==> config.mk <==
export PLATFORM = sky130hd
export DESIGN_NAME = rx_pause_trigger
export DESIGN_NICKNAME = d
export VERILOG_FILES = /design/src/rtl/pause_trig_pkg.sv /design/src/rtl/pause_thr_regs.sv /design/src/rtl/pause_byte_cmp.sv /design/src/rtl/pause_frame_cmp.sv /design/src/rtl/rx_pause_trigger.sv
export SDC_FILE = /design/constraint.sdc
export NUM_CORES = 1
export LEC_CHECK = 0
export ABC_AREA = 1
export ABC_CLOCK_PERIOD_IN_PS = 2490
export CAP_MARGIN = 20
export CORE_UTILIZATION = 32
export DETAILED_ROUTE_END_ITERATION = 10
export GPL_ROUTABILITY_DRIVEN = 0
export GPL_TIMING_DRIVEN = 0
export PLACE_DENSITY = 0.81
export SYNTH_ARGS = -nofsm -noshare
export SYNTH_HDL_FRONTEND = slang
export SYNTH_HIERARCHICAL = 1
export SYNTH_SLANG_ARGS = --single-unit
==> constraint.sdc <==
create_clock -name clk -period 2.49 [get_ports clk]
set_clock_uncertainty 0.05 [all_clocks]
set_input_delay 0.498 -clock clk [delete_from_list [all_inputs] [get_ports clk]]
set_output_delay 0.498 -clock clk [all_outputs]
set_load 0.05 [all_outputs]
==> src/rtl/pause_trig_pkg.sv <==
package pause_trig_pkg;
    localparam int CODE_W  = 3;
    localparam int FRM_LSB = 16;
    localparam int LVL_LSB = 0;
    localparam int REG_W   = 32;

    typedef struct packed {
        logic [CODE_W-1:0] frm_code;
        logic [CODE_W-1:0] lvl_code;
    } thr_cfg_t;

    typedef struct packed {
        logic pause;
    } trig_state_t;
endpackage

==> src/rtl/pause_thr_regs.sv <==
module pause_thr_regs
    import pause_trig_pkg::*;
(
    input  logic             clk,
    input  logic             rst,
    input  logic             wr_en,
    input  logic [REG_W-1:0] wr_data,
    output logic [REG_W-1:0] rd_data,
    output thr_cfg_t         cfg
);
    thr_cfg_t cfg_d, cfg_q;
    logic     unused_wr;

    assign unused_wr = ^wr_data;

    always_comb begin
        cfg_d = cfg_q;
        if (wr_en) begin
            cfg_d.frm_code = wr_data[FRM_LSB +: CODE_W];
            cfg_d.lvl_code = wr_data[LVL_LSB +: CODE_W];
        end
    end

    always_ff @(posedge clk) begin
        if (rst) begin
            cfg_q.frm_code <= '1;
            cfg_q.lvl_code <= '0;
        end else begin
            cfg_q <= cfg_d;
        end
    end

    always_comb begin
        rd_data = '0;
        rd_data[FRM_LSB +: CODE_W] = cfg_q.frm_code;
        rd_data[LVL_LSB +: CODE_W] = cfg_q.lvl_code;
    end

    assign cfg = cfg_q;

    assert_write_lands_R2: assert property (@(posedge clk) disable iff (rst)
        wr_en |=> (rd_data[FRM_LSB +: CODE_W] == $past(wr_data[FRM_LSB +: CODE_W]))
               && (rd_data[LVL_LSB +: CODE_W] == $past(wr_data[LVL_LSB +: CODE_W])));

    assert_hold_no_write_R2: assert property (@(posedge clk) disable iff (rst)
        !wr_en |=> $stable(rd_data));

    assert_reset_value_R1: assert property (@(posedge clk)
        rst |=> (rd_data == 32'h0007_0000) || $past(!rst) || rst);

    assert_rsvd_zero_R3: assert property (@(posedge clk) disable iff (rst)
        $countones(rd_data) <= 2 * CODE_W);
endmodule

==> src/rtl/pause_byte_cmp.sv <==
module pause_byte_cmp
    import pause_trig_pkg::*;
#(
    parameter int BYTE_W     = 12,
    parameter int UNIT_BYTES = 256,
    parameter int HEADROOM   = 64
) (
    input  logic              clk,
    input  logic              rst,
    input  logic [CODE_W-1:0] lvl_code,
    input  logic [CODE_W-1:0] depth_code,
    input  logic [BYTE_W-1:0] fill_bytes,
    output logic              hit
);
    localparam int LIM_W = BYTE_W + 1;

    logic [LIM_W-1:0] base_lim;
    logic [LIM_W-1:0] limit;
    logic             at_top;

    always_comb begin
        base_lim = LIM_W'((32'(lvl_code) + 32'd1) * 32'(UNIT_BYTES));
        at_top   = (lvl_code == depth_code);
        limit    = at_top ? (base_lim - LIM_W'(HEADROOM)) : base_lim;
        hit      = ({1'b0, fill_bytes} >= limit);
    end

    assert_byte_floor_R6: assert property (@(posedge clk) disable iff (rst)
        hit |-> (32'(fill_bytes) >= UNIT_BYTES - HEADROOM));

    assert_byte_full_unit_R5: assert property (@(posedge clk) disable iff (rst)
        (lvl_code < depth_code) && hit |-> (32'(fill_bytes) >= UNIT_BYTES));
endmodule

==> src/rtl/pause_frame_cmp.sv <==
module pause_frame_cmp
    import pause_trig_pkg::*;
#(
    parameter int FRAME_W    = 5,
    parameter int FRAME_STEP = 2
) (
    input  logic               clk,
    input  logic               rst,
    input  logic [CODE_W-1:0]  frm_code,
    input  logic [FRAME_W-1:0] fill_frames,
    output logic               hit
);
    localparam int FCMP_W = FRAME_W + 1;

    logic [FCMP_W-1:0] need;

    always_comb begin
        need = FCMP_W'((32'(frm_code) + 32'd1) * 32'(FRAME_STEP));
        hit  = ({1'b0, fill_frames} >= need);
    end

    assert_frame_floor_R4: assert property (@(posedge clk) disable iff (rst)
        hit |-> (32'(fill_frames) >= FRAME_STEP));

    assert_frame_ceiling_R4: assert property (@(posedge clk) disable iff (rst)
        (32'(fill_frames) >= (1 << CODE_W) * FRAME_STEP) |-> hit);
endmodule

==> src/rtl/rx_pause_trigger.sv <==
module rx_pause_trigger
    import pause_trig_pkg::*;
#(
    parameter int BYTE_W     = 12,
    parameter int FRAME_W    = 5,
    parameter int UNIT_BYTES = 256,
    parameter int HEADROOM   = 64,
    parameter int FRAME_STEP = 2
) (
    input  logic               clk,
    input  logic               rst,
    input  logic               cfg_wr_en,
    input  logic [31:0]        cfg_wr_data,
    output logic [31:0]        cfg_rd_data,
    input  logic [2:0]         fifo_depth_code,
    input  logic [BYTE_W-1:0]  fill_bytes,
    input  logic [FRAME_W-1:0] fill_frames,
    output logic               pause_req
);
    thr_cfg_t    cfg;
    logic        byte_hit, frame_hit;
    trig_state_t st_d, st_q;

    pause_thr_regs u_regs (
        .clk     (clk),
        .rst     (rst),
        .wr_en   (cfg_wr_en),
        .wr_data (cfg_wr_data),
        .rd_data (cfg_rd_data),
        .cfg     (cfg)
    );

    pause_byte_cmp #(
        .BYTE_W     (BYTE_W),
        .UNIT_BYTES (UNIT_BYTES),
        .HEADROOM   (HEADROOM)
    ) u_byte (
        .clk        (clk),
        .rst        (rst),
        .lvl_code   (cfg.lvl_code),
        .depth_code (fifo_depth_code),
        .fill_bytes (fill_bytes),
        .hit        (byte_hit)
    );

    pause_frame_cmp #(
        .FRAME_W    (FRAME_W),
        .FRAME_STEP (FRAME_STEP)
    ) u_frame (
        .clk         (clk),
        .rst         (rst),
        .frm_code    (cfg.frm_code),
        .fill_frames (fill_frames),
        .hit         (frame_hit)
    );

    always_comb begin
        st_d       = st_q;
        st_d.pause = byte_hit | frame_hit;
    end

    always_ff @(posedge clk) begin
        if (rst) st_q <= '0;
        else     st_q <= st_d;
    end

    assign pause_req = st_q.pause;

    assert_either_raises_R7: assert property (@(posedge clk) disable iff (rst)
        (byte_hit || frame_hit) |=> pause_req);

    assert_both_clear_drops_R7: assert property (@(posedge clk) disable iff (rst)
        (!byte_hit && !frame_hit) |=> !pause_req);

    assert_quiet_in_reset_R8: assert property (@(posedge clk)
        rst |=> !pause_req || !$past(rst) || !rst);
endmodule

==> summary.txt, run 1 <==
Layout
  • Finished Layout Cells: 259
  • Area of the multi-input gates: 625.6 um^2
  • Reg area: 140.1 um^2
  • Post-route cell area: 0.001538 mm^2
  • Area delta synth->final: 50.43%
  • Share of post-route cells with drive strength above 1: 0.2186
  • Filler cell count: 336
  • Nets: 283
  • Antenna Cells: 0

Yosys
  • Commonest cells in the netlist: 33 x buf_4, 29 x nand2_1, 21 x inv_1
  • Part of the Yosys area used for sequential elements: 0.1371
  • Top cells by area, synth: buf_4 24%, ha_1 15%, dfxtp_1 14%, nand2_1 11%, inv_1 7.7%
  • EDFF count, synth: 0
  • Xor/xnor cell area share of the yosys netlist: 0.05018
  • Ys async rst share: 0
  • Simple-gate share of the synthesized area: 0.2717
  • Avg Synthesized Cell Area: 6.725 um^2
  • Mux cell area share after synthesis: 0
  • Synth Instances: 152
  • Main combinational cell family by area after synthesis: buffers and inverters
  • Synth area leader: buf_4
  • Synth Register Bits: 7
  • Count leader, synth: buf_4
  • Predominant post-synthesis flop cell: dfxtp_1
  • Adder-Cell Fraction of Synth Area: 0.1469
  • Distinct cells, synth: 22
  • Post-synthesis compound-gate area fraction: 0.04774
  • Syn Std Cell Area: 0.001022 mm^2
  • Share of the synthesized area in the top cell type: 0.2424
  • Ys Warns: 6

STA
  • Pins Over Slew Limit: 0
  • RSZ-0062 raised after global routing: no
  • Final period util: 0.9037
  • Minimum clock period: 2250 ps
  • Hold_ws: 463.6 ps
  • Final hold violations: 0
  • Least-Margin Pin Slew: 515.9 ps
  • Finish-stage setup viols: 0
  • Relative slew slack: 0.6550
  • FMAX: 444.4 MHz

Floorplan
  • IO Pins: 88
  • Die Y: 58.52 um
  • Initial Util: 0.3348
  • FP Rows: 20
  • Die Wd: 58.52 um
  • Die area: 0.003425 mm^2
  • Core ar.: 0.003053 mm^2

Clock tree
  • CTS Buf Count: 3
  • CTS tree: yes
  • Clk buf depth: 2
  • Post-CTS Setup Inserts: 0
  • Clock transition at the registers of the reported paths: 50 ps
  • Root Buffer: clkbuf_4
  • Cts hold-fix bufs: 0
  • Cts repair resizes: 0
  • Clock Latency Late Sink: 260 ps
  • H-Tree Level Count: 1
  • Clock Sinks: 7

Worst setup path
  • Setup crit end kind: flip-flop
  • Slowest-stage cell, CP: clkdlybuf4s50_1
  • Worst EP required: 2590 ps
  • Kind of critical path: input port to flip-flop
  • Critical path cell sequence: clkdlybuf4s50_1, or2_1, nand2_2, nand3_4, xnor2_1, ha_1, a21o_1, nor2_1, nand2_1, nand2_1, a21oi_1, nor2_1, nor2_1
  • Most common cell on crit path: nor2_1
  • Crit-path max FO: 9
  • Kind of start point of the critical path: input port
  • Worst path max stage delay: 410 ps
  • Arr. time, crit path: 2350 ps

Global route
  • Initial antenna violation count: 0
  • Total GRT Usage: 0.1088
  • Grt total ovfl: 0
  • Largest net degree at the start of global routing: 11
  • First-pass GRT wire length: 2918 um
  • Vias in the first global route: 757

Placement
  • Placed insts: 255
  • DPL Wire Length: 1557 um
  • Port bufs: 34
  • Placed Area: 0.001511 mm^2

Run status
  • Status: completed

Detailed routing
  • Vias per cell: 3.668
  • Post-DRT Antenna Nets: 0
  • Vias: 950
  • DRC: 0
  • WL final: 1787 um
  • Wire length per cell: 6.900 um
  • DRT Pass-1 Iters: 4
  • DR iter-0 viols: 16

Worst hold path
  • Worst hold path type: input port to flip-flop

Flow run
  • Max-cap check violation count: 0

Power and ir drop
  • VDD IR-drop max: 0.2514 mV
  • P per Cell Area: 380.3 mW/mm^2
  • Leakage: 0.8717 nW
  • Total Power: 0.5848 mW
-- worst paths after layout --
kind,startpoint,endpoint,slack (ps),cells after the start
min reg2reg,u_regs/cfg[0],u_regs/cfg[0],470,2
min,cfg_wr_en,u_regs/cfg[5],460,3
max,fifo_depth_code[2],pause_req,240,13
max reg2reg,u_regs/cfg[0],pause_req,470,12
-- per-stage QoR --
step                setup slack [ps]  utilization  TNS, ps
floorplan                      506.6            -        0
global placement              -59.51       0.4951   -59.51
detailed placement            -60.45       0.4951   -60.45
CTS                            207.1       0.5037        0
global route                   106.0       0.5037        0
finish                         239.9       0.5037        0
-- cell usage in the layout, fill, tap and decap left out --
master           instances
nand3_4                  1
clkbuf_1                 1
dfxtp_1                  7
nand2_2                  5
inv_1                   21
and3_1                   1
a21oi_1                  3
nand3_1                  9
a21o_1                   2
inv_2                    1
xnor2_2                  1
nor2_1                  15
inv_6                    1
o21ai_1                  2
nand4_1                  1
a21oi_2                  1
clkbuf_4                 3
nand2_1                 29
xnor2_1                  4
conb_1                  26
buf_4                   33
clkdlybuf4s50_1         34
buf_6                    1
ha_1                    12
or2_1                    1
-- cell families after synthesis --
logic type | count (synthesis)
adder cells (fa/ha/maj) | 12
other | 1
flip-flops | 7
XOR/XNOR | 5
buffers and inverters | 57
AND/OR/NAND/NOR | 62
AO/OA/AOI/OAI | 8
-- registers in the layout, indices dropped and copies added, names as in the netlist --
name	flops
pause_req	1
u_regs/cfg	6
-- final cells by class --
type                            count  area share
Timing Repair Buffer               34      0.2213
Sequential cell                     7     0.09113
Inverter                           23     0.05940
Tap cell                           44     0.03580
Clock buffer                        4     0.01709
Multi-Input combinational cell    113      0.4068
Buffer                             34      0.1684
-- power breakdown --
| part | internal [mW] | leakage, nW | switching (mW) | total (mW) |
|---|---|---|---|---|
| logic | 0.146 | 0.798 | 0.203 | 0.349 |
| clock network | 0.0613 | 0.0150 | 0.0433 | 0.105 |
| registers | 0.121 | 0.0584 | 0.0103 | 0.132 |
-- critical path, delay by kind of cell --
kind | cells | cell delay (ps)
simple gates | 8 | 760
compound gates | 2 | 210
buf+inv | 1 | 410
xor+xnor | 1 | 160
fa+ha+maj | 1 | 310
-- routing by layer --
layer  wire (um)  up-vias  GRT usage
met1         760      376     0.1148
met4          21        0    0.04082
met5           0        -          0
met2         862       38     0.2102
met3         142        2    0.02198
li1            -      534          -
Note: power is estimated with default switching activity, not from simulation.
==> run 2: changes to the inputs <==
--- a/config.mk
+++ b/config.mk
@@ -8,6 +8,7 @@
 export ABC_AREA = 1
 export ABC_CLOCK_PERIOD_IN_PS = 2490
 export CAP_MARGIN = 20
+export CORE_MARGIN = 2
 export CORE_UTILIZATION = 32
 export DETAILED_ROUTE_END_ITERATION = 10
 export GPL_ROUTABILITY_DRIVEN = 0
==> run 2 against run 1 <==
Worst setup slack worse by 26 ps. First-iteration DRC count is 81% lower. Register-to-register slack worse by 30 ps. Worst hold slack worse by 9.1 ps. Clock-buffer cell count stayed put. Cell area stayed put. Total power hardly changed. Highest routed layer unchanged.
==> summary.txt, run 2 (synthesis gave the netlist of run 1 again) <==
Run status
  • Status: completed (unchanged)

Global route
  • Met1 Use GR: 0.1261 (was 0.1148)
  • Met2 usage: 0.1708 (was 0.2102)
  • Vias in the first global route: 719 (was 757)
  • Largest net degree at the start of global routing: 11 (unchanged)
  • First-pass GRT wire length: 2835 um (was 2918 um)
  • Total GRT Usage: 0.1017 (was 0.1088)
  • Grt total ovfl: 0 (unchanged)
  • Initial antenna violation count: 0 (unchanged)
  • Most Used Layer, Global Route: met2 (unchanged)
  • Met3 GRT Util: 0.01919 (was 0.02198)

Detailed routing
  • DR iter-0 viols: 3 (was 16)
  • Vias per cell: 3.699 (was 3.668)
  • WL final: 1763 um (was 1787 um)
  • Vias: 958 (was 950)
  • Wire length per cell: 6.807 um (was 6.900 um)
  • DRT Pass-1 Iters: 2 (was 4)
  • DRC: 0 (unchanged)
  • Post-DRT Antenna Nets: 0 (unchanged)

STA
  • Minimum clock period: 2276 ps (was 2250 ps)
  • Final worst setup slack: 213.9 ps (was 239.9 ps)
  • Least-Margin Pin Slew: 534.2 ps (was 515.9 ps)
  • Pins Over Slew Limit: 0 (unchanged)
  • Final period util: 0.9141 (was 0.9037)
  • RSZ-0062 raised after global routing: no (unchanged)
  • Relative slew slack: 0.6428 (was 0.6550)
  • Final hold violations: 0 (unchanged)
  • Finish-stage setup viols: 0 (unchanged)
  • FMAX: 439.3 MHz (was 444.4 MHz)

Worst setup path
  • Arr. time, crit path: 2370 ps (was 2350 ps)
  • Crit path to: pause_req (unchanged)
  • Cells on worst reg2reg path: 12 (unchanged)
  • Crit-path max FO: 9 (unchanged)
  • Kind of critical path: input port to flip-flop (unchanged)
  • Worst EP required: 2580 ps (was 2590 ps)
  • CP startpoint: fifo_depth_code[1] (was fifo_depth_code[2])
  • Reg2Reg Setup Slack: 440 ps (was 470 ps)
  • Kind of start point of the critical path: input port (unchanged)
  • Worst r2r dst: pause_req (unchanged)
  • R2R Path Start: u_regs/cfg[0] (unchanged)
  • Setup crit end kind: flip-flop (unchanged)

Floorplan
  • Die area: 0.003663 mm^2 (was 0.003425 mm^2)
  • Die Y: 60.52 um (was 58.52 um)
  • Initial Util: 0.3348 (unchanged)
  • Die Wd: 60.52 um (was 58.52 um)
  • IO Pins: 88 (unchanged)
  • Core ar.: 0.003053 mm^2 (unchanged)
  • FP Rows: 20 (unchanged)

Power and ir drop
  • P per Cell Area: 380.5 mW/mm^2 (was 380.3 mW/mm^2)
  • Internal: 0.3285 mW (was 0.3284 mW)
  • VDD IR-drop max: 0.2586 mV (was 0.2514 mV)
  • Logic pwr share: 0.598 (was 0.596)
  • Leakage: 0.8717 nW (unchanged)
  • Sw frac: 0.4385 (was 0.4384)
  • Clock share of power: 0.178 (was 0.179)
  • Sequential share of power: 0.224 (was 0.225)
  • Sw Pwr: 0.2566 mW (was 0.2564 mW)

Clock tree
  • CTS tree: yes (unchanged)
  • Cts hold-fix bufs: 0 (unchanged)
  • Clk buf depth: 2 (unchanged)
  • Clock Sinks: 7 (unchanged)
  • CTS Buf Count: 3 (unchanged)
  • Clock Latency Late Sink: 250 ps (was 260 ps)
  • Clock transition at the registers of the reported paths: 50 ps (about the same)
  • H-Tree Level Count: 1 (unchanged)
  • Cts repair resizes: 0 (unchanged)
  • Post-CTS Setup Inserts: 0 (unchanged)
  • Root Buffer: clkbuf_4 (unchanged)

Layout
  • Post-route cell area: 0.001538 mm^2 (unchanged)
  • Largest register FFs: 6 (unchanged)
  • Commonest non-fill, non-tap cell in the layout: clkdlybuf4s50_1 (unchanged)
  • Nets: 283 (unchanged)
  • Area delta synth->final: 50.43% (unchanged)
  • Antenna Cells: 0 (unchanged)
  • Share of post-route cells with drive strength above 1: 0.2186 (unchanged)
  • Commonest non-fill, non-tap cells in the layout: 34 x clkdlybuf4s50_1, 33 x buf_4, 29 x nand2_1, 26 x conb_1, 21 x inv_1 (unchanged)

Placement
  • DPL Wire Length: 1536 um (was 1557 um)
  • Pre-CTS setup slack: -51.73 ps (was -60.45 ps)
  • Placed Area: 0.001511 mm^2 (unchanged)
  • Port bufs: 34 (unchanged)

Flow run
  • Max-cap check violation count: 0 (unchanged)

Worst hold path
  • Worst hold path type: flip-flop to flip-flop (was input port to flip-flop)
-- run 2: cell counts in the layout (fill, tap and decap cells not counted) --
No cell type changed its count.
-- run 2: stage by stage --
stage / total power, mW / cells / hold WS, ps / utilization / TNS (ps)
2_1_floorplan: 0.4024 / 177 / 424.9 / - / 0
3_3_place_gp: 0.4799 / 255 / 449.2 / 0.4951 / -55.64
3_5_place_dp: 0.4843 / 255 / 446.8 / 0.4951 / -51.73
4_1_cts: 0.5904 / 259 / 458.5 / 0.5037 / 0
5_1_grt: 0.6302 / 259 / 487.6 / 0.5037 / 0
6_report: 0.5851 / 259 / 454.4 / 0.5037 / 0
-- run 2: final cells by class --
| type | count | area, um^2 |
|---|---|---|
| Buffer | 34 | 259.0 |
| Tap cell | 44 | 55.05 |
| Multi-Input combinational cell | 113 | 625.6 |
| Fill cell | 316 | 1515 |
| Sequential cell | 7 | 140.1 |
| Inverter | 23 | 91.34 |
| Clock buffer | 4 | 26.28 |
| Timing Repair Buffer | 34 | 340.3 |
-- run 2: worst min-delay path by stage --
stage | startpoint | cells after the start | slack [ps] | endpoint
floorplan | u_regs/cfg[4] | 2 | 420 | u_regs/cfg[4]
global placement | u_regs/cfg[4] | 2 | 450 | u_regs/cfg[4]
detailed placement | u_regs/cfg[4] | 2 | 450 | u_regs/cfg[4]
CTS | u_regs/cfg[4] | 2 | 460 | u_regs/cfg[4]
global route | u_regs/cfg[5] | 2 | 490 | u_regs/cfg[5]
finish | u_regs/cfg[4] | 2 | 450 | u_regs/cfg[4]
-- run 2: power groups by stage --
stage | registers (mW) | clock network (mW) | logic, mW
CTS | 0.132 | 0.107 | 0.351
global route | 0.133 | 0.112 | 0.385
finish | 0.131 | 0.104 | 0.350
global placement | 0.134 | 0 | 0.346
detailed placement | 0.134 | 0 | 0.350
floorplan | 0.138 | 0 | 0.264
-- run 2: per-layer routing --
layer | share of wire | up-vias
met1 | 0.44 | 378
met5 | 0 | -
met3 | 0.10 | 5
met2 | 0.44 | 39
met4 | 0.020 | 0
li1 | - | 536
-- run 2: critical path, stage by stage --
cell and delay, ps:
clkdlybuf4s50_1 410, xnor2_1 260, nand3_4 170, xnor2_1 160, ha_1 300, a21o_1 160
nor2_1 80, nand2_1 70, nand2_1 50, a21oi_1 50, nor2_1 110, nor2_1 50
